### config.mk
export PLATFORM = sky130hd
export DESIGN_NAME = fsk_cd_gate
export DESIGN_NICKNAME = d
export VERILOG_FILES = /design/src/rtl/fskcd_pkg.sv /design/src/rtl/fskcd_tick.sv /design/src/rtl/fskcd_carrier.sv /design/src/rtl/fskcd_mark.sv /design/src/rtl/fsk_cd_gate.sv
export SDC_FILE = /design/constraint.sdc
export NUM_CORES = 1
export LEC_CHECK = 0
export BUFFER_PORTS_ARGS = -buffer_cell sky130_fd_sc_hd__buf_2
export CORE_MARGIN = 4
export CORE_UTILIZATION = 57
export DETAILED_ROUTE_END_ITERATION = 8
export PLACE_DENSITY = 0.78
export SYNTH_ARGS = -nofsm -noshare
export SYNTH_HDL_FRONTEND = slang
export SYNTH_SLANG_ARGS = --single-unit
### constraint.sdc
create_clock -name clk -period 1.75 [get_ports clk]
set_clock_uncertainty 0.2 [all_clocks]
set_input_delay 0.35 -clock clk [delete_from_list [all_inputs] [get_ports clk]]
set_output_delay 0.35 -clock clk [all_outputs]
set_load 0.005 [all_outputs]
### src/rtl/fskcd_pkg.sv
package fskcd_pkg;
  // width of a counter that must hold values 0 .. n-1
  function automatic int cnt_w(input int n);
    return (n < 2) ? 1 : $clog2(n);
  endfunction
endpackage

### src/rtl/fskcd_tick.sv
module fskcd_tick #(
  parameter int CLKS_PER_MS = 3580
) (
  input  logic clk,
  input  logic rst_n,
  output logic tick
);
  localparam int W = fskcd_pkg::cnt_w(CLKS_PER_MS);
  localparam logic [W-1:0] LAST = W'(CLKS_PER_MS - 1);

  logic [W-1:0] div_q, div_nxt;

  always_comb begin
    if (div_q == LAST) div_nxt = '0;
    else               div_nxt = div_q + 1'b1;
  end

  always_ff @(posedge clk or negedge rst_n) begin
    if (!rst_n) div_q <= '0;
    else        div_q <= div_nxt;
  end

  assign tick = (div_q == LAST);

  generate
    if (CLKS_PER_MS > 1) begin : g_spacing

      tick_spacing_chk: assert property (@(posedge clk) disable iff (!rst_n)
        tick |=> !tick);
    end
  endgenerate
endmodule

### src/rtl/fskcd_carrier.sv
module fskcd_carrier #(
  parameter int ON_MS   = 15,
  parameter int HOLD_MS = 30
) (
  input  logic clk,
  input  logic rst_n,
  input  logic tick,
  input  logic energy_i,
  output logic cd_o
);
  localparam int OW = fskcd_pkg::cnt_w(ON_MS);
  localparam int HW = fskcd_pkg::cnt_w(HOLD_MS);
  localparam logic [OW-1:0] ON_LAST   = OW'(ON_MS - 1);
  localparam logic [HW-1:0] HOLD_LAST = HW'(HOLD_MS - 1);

  logic [OW-1:0] on_q, on_nxt;
  logic [HW-1:0] off_q, off_nxt;
  logic          cd_q, cd_nxt;

  always_comb begin
    on_nxt  = on_q;
    off_nxt = off_q;
    cd_nxt  = cd_q;
    if (!cd_q) begin
      off_nxt = '0;
      if (!energy_i) on_nxt = '0;
      else if (tick) begin
        if (on_q == ON_LAST) begin
          cd_nxt = 1'b1;
          on_nxt = '0;
        end else on_nxt = on_q + 1'b1;
      end
    end else begin
      on_nxt = '0;
      if (energy_i) off_nxt = '0;
      else if (tick) begin
        if (off_q == HOLD_LAST) begin
          cd_nxt  = 1'b0;
          off_nxt = '0;
        end else off_nxt = off_q + 1'b1;
      end
    end
  end

  always_ff @(posedge clk or negedge rst_n) begin
    if (!rst_n) begin
      on_q  <= '0;
      off_q <= '0;
      cd_q  <= 1'b0;
    end else begin
      on_q  <= on_nxt;
      off_q <= off_nxt;
      cd_q  <= cd_nxt;
    end
  end

  assign cd_o = cd_q;


  cd_rise_chk: assert property (@(posedge clk) disable iff (!rst_n)
    $rose(cd_q) |-> $past(energy_i));

  cd_fall_chk: assert property (@(posedge clk) disable iff (!rst_n)
    $fell(cd_q) |-> !$past(energy_i));
endmodule

### src/rtl/fskcd_mark.sv
module fskcd_mark #(
  parameter int MARK_MS = 13
) (
  input  logic clk,
  input  logic rst_n,
  input  logic tick,
  input  logic cd_i,
  input  logic bit_i,
  output logic ok_o
);
  localparam int MW = fskcd_pkg::cnt_w(MARK_MS);
  localparam logic [MW-1:0] MARK_LAST = MW'(MARK_MS - 1);

  logic [MW-1:0] run_q, run_nxt;
  logic          ok_q, ok_nxt;

  always_comb begin
    run_nxt = run_q;
    ok_nxt  = ok_q;
    if (!cd_i) begin
      run_nxt = '0;
      ok_nxt  = 1'b0;
    end else if (!ok_q) begin
      if (!bit_i) run_nxt = '0;
      else if (tick) begin
        if (run_q == MARK_LAST) begin
          ok_nxt  = 1'b1;
          run_nxt = '0;
        end else run_nxt = run_q + 1'b1;
      end
    end
  end

  always_ff @(posedge clk or negedge rst_n) begin
    if (!rst_n) begin
      run_q <= '0;
      ok_q  <= 1'b0;
    end else begin
      run_q <= run_nxt;
      ok_q  <= ok_nxt;
    end
  end

  assign ok_o = ok_q;


  ok_rise_chk: assert property (@(posedge clk) disable iff (!rst_n)
    $rose(ok_q) |-> ($past(bit_i) && $past(cd_i)));

  ok_clear_chk: assert property (@(posedge clk) disable iff (!rst_n)
    (!cd_i && !$past(cd_i)) |-> !ok_q);
endmodule

### src/rtl/fsk_cd_gate.sv
module fsk_cd_gate #(
  parameter int CLKS_PER_MS = 3580,
  parameter int ON_MS       = 15,
  parameter int MARK_MS     = 13,
  parameter int HOLD_MS     = 30
) (
  input  logic clk,
  input  logic rst_n,
  input  logic energy_in,
  input  logic bit_in,
  output logic cd_n,
  output logic data_out,
  output logic short_out
);
  logic [1:0] rst_sync_q;
  logic       rst_s_n;
  logic       tick, carrier, mark_ok;

  always_ff @(posedge clk or negedge rst_n) begin
    if (!rst_n) rst_sync_q <= 2'b00;
    else        rst_sync_q <= {rst_sync_q[0], 1'b1};
  end
  assign rst_s_n = rst_sync_q[1];

  fskcd_tick #(.CLKS_PER_MS(CLKS_PER_MS)) u_tick (
    .clk(clk), .rst_n(rst_s_n), .tick(tick));

  fskcd_carrier #(.ON_MS(ON_MS), .HOLD_MS(HOLD_MS)) u_carrier (
    .clk(clk), .rst_n(rst_s_n), .tick(tick), .energy_i(energy_in), .cd_o(carrier));

  fskcd_mark #(.MARK_MS(MARK_MS)) u_mark (
    .clk(clk), .rst_n(rst_s_n), .tick(tick), .cd_i(carrier), .bit_i(bit_in), .ok_o(mark_ok));

  assign cd_n      = ~carrier;
  assign data_out  = carrier & bit_in;
  assign short_out = carrier & mark_ok & bit_in;


  short_imp_chk: assert property (@(posedge clk) disable iff (!rst_s_n)
    short_out |-> data_out);
endmodule

==> results of run 1 <==
==> per-stage QoR <==
stage | hold slack [ps] | util [%] | instance area, µm² | power [µW] | TNS [ps]
detailed placement | -63.3 | 65.7 | 1630 | 716 | -68.1
global route | 42.7 | 73.7 | 1830 | 1170 | -252
global placement | -64.8 | 65.7 | 1630 | 715 | 0
floorplan | -146 | - | 1500 | 700 | 0
CTS | 16.6 | 69.5 | 1720 | 1130 | 0
finish | 1.68 | 73.7 | 1830 | 1110 | 0
==> logic make-up (layout without fill, tap and decap cells) <==
family | count (synthesis) | after routing | synth area share, %
compound gates | 33 | 33 | 12.4
xor+xnor | 6 | 6 | 3.52
fa+ha+maj | 7 | 7 | 5.87
buf+inv | 10 | 38 | 3.44
flops | 29 | 29 | 48.7
other cells | 1 | 1 | 0.251
simple gates | 70 | 71 | 25.8
==> final cells by class <==
cell class / count / area (µm²) / share of cell area (%)
well taps: 30 / 37.5 / 2.05
clock buffers: 7 / 55.1 / 3.01
inverters: 6 / 22.5 / 1.23
repair buffers: 25 / 179 / 9.79
flip-flops and latches: 29 / 727 / 39.8
multi-input cells: 118 / 806 / 44.1
==> layer usage <==
| layer | wire (µm) | share of wire, % |
|---|---|---|
| met5 | 0 | 0 |
| met1 | 1360 | 41 |
| met4 | 112 | 3.4 |
| met3 | 145 | 4.4 |
| met2 | 1690 | 51 |
==> flip-flops by register name, summed over array words and instances, names as in the netlist <==
name	cells
u_carrier.off_q	5
u_carrier.on_q	4
u_mark.ok_o	1
u_tick.div_q	12
u_mark.run_q	4
u_carrier.cd_o	1
rst_sync_q	2
==> critical path, delay by kind of cell (launching register included) <==
kind / cells / cell delay (ps)
buf+inv: 1 / 130
simple gates: 3 / 580
flops: 1 / 370
fa+ha+maj: 1 / 200
compound gates: 1 / 180
==> synth_stat cells <==
master,number
and4bb_2,1
ha_1,7
and3b_1,1
dfrtp_1,29
and3_1,6
buf_4,1
nand4_1,2
buf_2,2
nand3_1,12
nor3_1,3
xnor2_1,3
conb_1,1
nand3b_4,1
nand2_1,15
a21oi_1,12
nand4_2,1
xor2_1,3
a22o_1,2
nor2b_1,1
o31ai_1,3
and2_1,2
or3_1,9
nor2_1,12
nand2b_1,2
inv_1,6
o21ai_0,14
o211ai_1,2
buf_6,1
and4_1,2
==> power groups by stage <==
stage                     registers, µW  logic (µW)  clock network, µW
final                               673        31.9                407
after global routing                673        36.9                462
after CTS                           673        31.8                421
after detailed placement            686        30.1                  0
after global placement              686        28.7                  0
after floorplan                     694        5.80                  0
==> worst min path at each step <==
stage	slack, ps	endpoint	cells after the start
3_3_place_gp	-60	rst_sync_q[0]	1
3_5_place_dp	-60	rst_sync_q[0]	1
6_report	2	u_mark.ok_o	1
2_1_floorplan	-150	rst_sync_q[0]	0
4_1_cts	20	u_carrier.on_q[1]	1
5_1_grt	40	u_mark.run_q[0]	1
==> repair_timing <==
action,4_1_cts,5_1_grt
cloned,0,1
endpoints found under the setup margin,9,15
hold buffers,1,0
setup buffers,4,2
resized for setup,0,24
pin swaps,0,10
endpoints found under the hold margin,2,0
==> impl_metrics.yaml, run 1 <==
synth:
  synth_top_area_cell: "dfrtp_1"
  seq_area_frac_synth_pct: 48.7
  yosysWarnings: 0
  synth_area_leaders: "dfrtp_1 49%, ha_1 5.9%, o21ai_0 4.7%"
  ys_seq_elements: 29
  synthesis.nets: 167
  syn_inst: 156
  ys_types: 29
  syn_avg_cell_area_um2: 9.56
  yosysTopAreaCellShare_pct: 48.7
  syn_area_um2: 1490
placed_design:
  gp_congestion: 0.787
  post-place-ws_ps: -34.0
  dp_cells: 200
  dp_hpwl_um: 2160
  portBuffers: 6
timing:
  hold_viol: 0
  slew_viol_final: 0
  grt_setup_unrepaired: "true"
  layout_setup_ws_ps: 6.81
  min_period_ps: 1740
  setup_viol: 0
  max_freq_ghz: 0.574
  period_share_pct: 99.6
pwr:
  ir_worst_vdd_mv: 0.614
  p_per_area_nw_per_um2: 608
  p_leak_uw: 0.000841
  power_switching_uw: 240
  p_int_uw: 871
  clkPwrFrac_pct: 36.6
  swShare_pct: 21.6
  pwr-share-comb_pct: 2.9
  seq_power_share_pct: 60.5
worst_setup_path:
  end_kind: "register"
  cp_cell_sequence: "ha_2 > and3_4 > and3b_2 > buf_6 > nand3_1 > a21oi_2"
  worst_r2r_startpoint: "u_tick.div_q[1]"
  crit_path_end: "u_carrier.off_q[4]"
  critPathKind: "reg -> reg"
  reg2reg_depth: 6
  cp-start-kind: "register"
  required_ps: 1800
  cpPeakStageDelay_ps: 370
  path_max_fanout: 5
  slowest_stage: "dfrtp_1"
  crit_path_start: "u_tick.div_q[1]"
  r2r-end: "u_carrier.off_q[4]"
  reg2reg_slack_ps: 7
  crit_arrival_ps: 1790
routing:
  drtIter0Drc: 72
  drc: 0
  vias: 1254
  wl_per_cell_um: 15.4
  drtAntennaViolNets: 0
  viasPerCell: 5.83
  wl_um: 3310
  dr.pass1.iters: 4
cts:
  root_buffer: "clkbuf_4"
  numCtsBuffers: 5
  clk_latency_ps: 330
  htreeDepth: 2
  cts.clk_slew.worst_paths_ps: 80
  cts.sinks: 29
  clk_path_buf_depth: 2
  cts_tree: "yes"
grt:
  overflow: 0
  grt_use_total_pct: 20.2
  first_global_vias: 1279
  grt.met3_usage_pct: 6.10
  grt_pass1_wl_um: 5330
  grt_max_degree: 15
  use_met1_pct: 21.6
  grtUsageMet2_pct: 35.0
  grt_busiest_layer: "met2"
  antenna_found_initial: 0
cells_and_area:
  diodes: 0
  post_route_cells_drive_above_1_share_pct: 28.6
  final_common_cell: "dfrtp_1"
  fin_nets: 196
  mostFrequentLayoutCells: "28 x dfrtp_1, 17 x buf_4, 15 x nand2_1"
  instances_no_fill: 215
  area_delta_synth_final_pct: 22.5
  n_fill_cell: 178
floorplan:
  initial_core_util_pct: 60.2
  rows: 18
  core_area_um2: 2480
  die_area_um2: 3500
  io_pins: 7
  die_h_um: 59.2
  die_w_um: 59.2
min_path:
  worstHoldPathType: "reg -> async"
job:
  max-cap-violations: 0
run_status:
  status: "complete, no violations"
Power figures use the tool's default switching activity.
==> run 2: changes to the inputs <==
--- a/config.mk
+++ b/config.mk
@@ -7,9 +7,9 @@
 export LEC_CHECK = 0
 export BUFFER_PORTS_ARGS = -buffer_cell sky130_fd_sc_hd__buf_2
 export CORE_MARGIN = 4
-export CORE_UTILIZATION = 57
+export CORE_UTILIZATION = 54
 export DETAILED_ROUTE_END_ITERATION = 8
-export PLACE_DENSITY = 0.78
+export PLACE_DENSITY = 0.77
 export SYNTH_ARGS = -nofsm -noshare
 export SYNTH_HDL_FRONTEND = slang
 export SYNTH_SLANG_ARGS = --single-unit
==> constraint.sdc (replaced) <==
create_clock -name clk -period 1.6 [get_ports clk]
set_clock_uncertainty 0.2 [all_clocks]
set_input_delay 0.32 -clock clk [delete_from_list [all_inputs] [get_ports clk]]
set_output_delay 0.32 -clock clk [all_outputs]
set_load 0.005 [all_outputs]
==> impl_metrics.yaml, run 2 (same netlist as run 1, synthesis figures left out) <==
run_status:
  status: "complete, but fails checks"
  violations: "setup timing"
routing:
  wl_um: 4310
  vias: 1433
  viasPerCell: 6.07
  dr.pass1.iters: 4
  drc: 0
  drtAntennaViolNets: 0
  drtIter0Drc: 92
  wl_per_cell_um: 18.3
timing:
  max_freq_ghz: 0.562
  finalSetupTns_ps: -2450
  setup_viol: 23
  min_period_ps: 1780
  layout_setup_ws_ps: -178
  slew_viol_final: 0
  period_share_pct: 111
  grt_setup_unrepaired: "true"
  hold_viol: 0
cells_and_area:
  fin_nets: 217
  register_area_um2: 727
  top_regs: "u_tick.div_q: 12 flops, u_carrier.off_q: 5 flops"
  largest_reg_flops: 12
  post_route_cells_drive_above_1_share_pct: 43.2
  n_fill_cell: 143
  mostFrequentLayoutCells: "35 x buf_4, 28 x dfrtp_1, 14 x nand2_1"
  diodes: 0
  multi_input_area_um2: 886
  instances_no_fill: 236
  largest-register: "u_tick.div_q"
  area_delta_synth_final_pct: 40.4
  final_common_cell: "buf_4"
worst_setup_path:
  end_kind: "register"
  reg2reg_depth: 4
  reg2reg_slack_ps: -180
  r2r-end: "u_carrier.on_q[1]"
  required_ps: 1660
  crit_path_start: "u_tick.div_q[9]"
  crit_arrival_ps: 1840
  worst_r2r_startpoint: "u_tick.div_q[9]"
  cp_cell_sequence: "and4bb_4 > nand3b_4 > or3_4 > a21oi_2"
  cpPeakStageDelay_ps: 420
  path_max_fanout: 7
  critPathKind: "reg -> reg"
  slowest_stage: "and4bb_4"
  cp-start-kind: "register"
floorplan:
  rows: 18
  initial_core_util_pct: 58.6
  die_h_um: 60.6
  die_w_um: 60.6
  core_area_um2: 2540
  io_pins: 7
  die_area_um2: 3670
pwr:
  p_leak_uw: 0.000951
  swShare_pct: 22.5
  ir_worst_vdd_mv: 0.573
  clkPwrFrac_pct: 37.0
  p_per_area_nw_per_um2: 588
  seq_power_share_pct: 59.7
  p_int_uw: 955
  power_switching_uw: 277
  p_total_uw: 1230
  pwr-share-comb_pct: 3.2
placed_design:
  dp_hpwl_um: 2350
  gp_congestion: 0.804
  portBuffers: 6
  dp_cells: 212
grt:
  grt_max_degree: 28
  overflow: 0
  grt_pass1_wl_um: 6250
  grt_use_total_pct: 23.3
  antenna_found_initial: 0
  first_global_vias: 1418
cts:
  cts.sinks: 29
  cts.clk_slew.worst_paths_ps: 90
  htreeDepth: 2
  root_buffer: "clkbuf_4"
  clk_path_buf_depth: 2
  numCtsBuffers: 5
  clk_latency_ps: 330
  cts_tree: "yes"
min_path:
  worstHoldPathType: "reg -> async"
job:
  max-cap-violations: 0
run 2: cell type report:
class	count	area share, %
flip-flops and latches	29	34.7
well taps	30	1.79
multi-input cells	118	42.3
clock buffers	7	2.63
repair buffers	46	17.3
inverters	6	1.20
run 2: what timing repair did:
| action | in CTS | in global routing |
|---|---|---|
| endpoints found under the setup margin | 24 | 26 |
| hold endpoints to repair | 2 | 0 |
| resized for setup | 26 | 20 |
| gates cloned | 1 | 0 |
| hold buffers | 1 | 0 |
| pin swaps | 10 | 9 |
| setup buffers | 6 | 9 |
run 2: stage by stage:
| stage | util (%) | cell area [µm²] | setup WS (ps) | hold slack [ps] |
|---|---|---|---|---|
| 2_1_floorplan | - | 1520 | -98.1 | -176 |
| 3_3_place_gp | 68.5 | 1740 | -72.8 | -95.9 |
| 3_5_place_dp | 68.5 | 1740 | -193 | -92.0 |
| 4_1_cts | 76.6 | 1950 | -117 | 38.6 |
| 5_1_grt | 82.3 | 2090 | -251 | 87.2 |
| 6_report | 82.3 | 2090 | -178 | 57.7 |
run 2: worst max-delay path by stage:
stage | endpoint | cells past startpoint
CTS | u_carrier.on_q[1] | 5
global route | u_carrier.on_q[2] | 6
floorplan | u_carrier.off_q[1] | 6
global placement | u_carrier.cd_o | 6
finish | u_carrier.on_q[1] | 4
detailed placement | u_carrier.on_q[3] | 5
run 2: power by group through the flow:
stage	Combinational, µW	Sequential (µW)	Clock (µW)
2_1_floorplan	6.73	759	0
3_3_place_gp	30.2	750	0
3_5_place_dp	31.5	750	0
4_1_cts	36.4	736	464
5_1_grt	45.1	736	499
6_report	39.9	736	456
run 2: layer usage:
metal	up-vias	share of wire, %	GRT usage (%)
met5	-	0	0
met4	0	3.3	9.91
met3	20	5.3	7.66
met2	48	51	40.0
met1	713	40	26.8
li1	652	-	-
run 2: critical path, delay by kind of cell (launching register included):
family / cells / cell delay [ps]
and+or+nand+nor: 3 / 960
DFF: 1 / 410
AOI/OAI and AO/OA: 1 / 130
==> run 3: changes to the inputs <==
--- a/config.mk
+++ b/config.mk
@@ -10,6 +10,7 @@
 export CORE_UTILIZATION = 54
 export DETAILED_ROUTE_END_ITERATION = 8
 export PLACE_DENSITY = 0.77
+export RECOVER_POWER = 100
 export SYNTH_ARGS = -nofsm -noshare
 export SYNTH_HDL_FRONTEND = slang
 export SYNTH_SLANG_ARGS = --single-unit
==> impl_metrics.yaml, run 3 (same netlist as run 1, synthesis figures left out) <==
worst_setup_path:
  crit_arrival_ps: 1840
  end_kind: "register"
  required_ps: 1660
  crit_path_start: "u_tick.div_q[9]"
  worst_r2r_startpoint: "u_tick.div_q[9]"
  reg2reg_depth: 4
  critPathKind: "reg -> reg"
  path_max_fanout: 7
  cp-start-kind: "register"
floorplan:
  rows: 18
  core_area_um2: 2540
  initial_core_util_pct: 58.6
  die_area_um2: 3670
  die_h_um: 60.6
  die_w_um: 60.6
  io_pins: 7
run_status:
  status: "complete, but fails checks"
  violations: "setup timing"
job:
  max-cap-violations: 0
placed_design:
  dp_cells: 212
  portBuffers: 6
  dp_hpwl_um: 2350
  placed_cell_area_um2: 1740
  gp_congestion: 0.804
cells_and_area:
  post-route-util_pct: 82.1
  post_route_cells_drive_above_1_share_pct: 42.7
  area_delta_synth_final_pct: 40.1
  largest-register: "u_tick.div_q"
  largest_reg_flops: 12
  n_fill_cell: 145
  top_regs: "u_tick.div_q: 12 flops, u_carrier.off_q: 5 flops"
  final_common_cell: "buf_4"
  fin_nets: 217
  mostFrequentLayoutCells: "34 x buf_4, 28 x dfrtp_1, 14 x nand2_1"
  stdcell_area_um2: 2090
  diodes: 0
  instances_no_fill: 236
timing:
  slew_headroom_pct: 54.4
  worst_pin_slew_ps: 683
  hold_viol: 0
  grt_setup_unrepaired: "true"
  period_share_pct: 111
  slew_viol_final: 0
  min_period_ps: 1780
  max_freq_ghz: 0.562
  layout_setup_ws_ps: -179
  setup_viol: 23
  worst_hold_slack_ps: 66.1
min_path:
  hold_start: "energy_in"
  min_path_cells: 3
  worstHoldPathType: "in -> reg"
cts:
  cts.clk_slew.worst_paths_ps: 90
  root_buffer: "clkbuf_4"
  cts.sinks: 29
  clk_path_buf_depth: 2
  clk_latency_ps: 330
  cts_tree: "yes"
  numCtsBuffers: 5
  htreeDepth: 2
routing:
  wl_um: 4290
  drc: 0
  wl_per_cell_um: 18.2
  viasPerCell: 6.04
  vias: 1425
  drtIter0Drc: 102
  dr.pass1.iters: 4
  drtAntennaViolNets: 0
grt:
  grt_max_degree: 28
  grt_use_total_pct: 23.3
  first_global_vias: 1418
  grt_pass1_wl_um: 6250
  overflow: 0
  antenna_found_initial: 0
pwr:
  p_per_area_nw_per_um2: 588
  ir_worst_vdd_mv: 0.570
  p_leak_uw: 0.000948
## run 3: area by class of cell
class                   instances  area [µm²]  share of cell area (%)
clock buffers                   7        55.1                    2.63
well taps                      30        37.5                    1.80
repair buffers                 46         359                    17.2
inverters                       6        25.0                    1.20
flip-flops and latches         29         727                    34.8
multi-input cells             118         886                    42.4
## run 3: critical path, cell delays in order, from the launching register on
cell and delay, ps:
dfrtp_1 410, and4bb_4 420, nand3b_4 140, or3_4 400, a21oi_2 130
## run 3: layer usage
layer	part of all wire, %	GRT usage [%]	vias to the layer above
met2	51	40.0	40
met1	40	26.8	712
met5	0	0	-
li1	-	-	653
met4	3.7	9.91	0
met3	5.1	7.66	20
## run 3: worst paths after layout
| path | end | slack, ps |
|---|---|---|
| worst max-delay path | u_carrier.on_q[1] | -180 |
| min in group asynchronous | rst_sync_q[0] | 100 |
| max in group asynchronous | u_carrier.cd_o | 550 |
| worst min register to register | u_carrier.on_q[2] | 170 |
| worst max register to register | u_carrier.on_q[1] | -180 |
| worst min-delay path | u_carrier.cd_o | 70 |
## run 3: through the flow
stage	setup WS (ps)	power (µW)	setup TNS (ps)
final	-179	1230	-2520
after global routing	-251	1280	-3840
after CTS	-117	1240	-1220
after floorplan	-98.1	766	-581
after global placement	-72.8	780	-600
after detailed placement	-193	782	-2090
## run 3: report_power, final
| group | switching (µW) | internal, µW |
|---|---|---|
| Clock | 248 | 207 |
| Sequential | 0.824 | 735 |
| Combinational | 26.5 | 12.0 |
| Total | 275 | 954 |
## run 3: timing repair
item,4_1_cts,5_1_grt
resized for setup,26,20
endpoints found under the setup margin,24,26
endpoints found under the hold margin,2,0
setup buffers,6,9
hold buffers,1,0
pin swaps,10,9
cloned,1,0
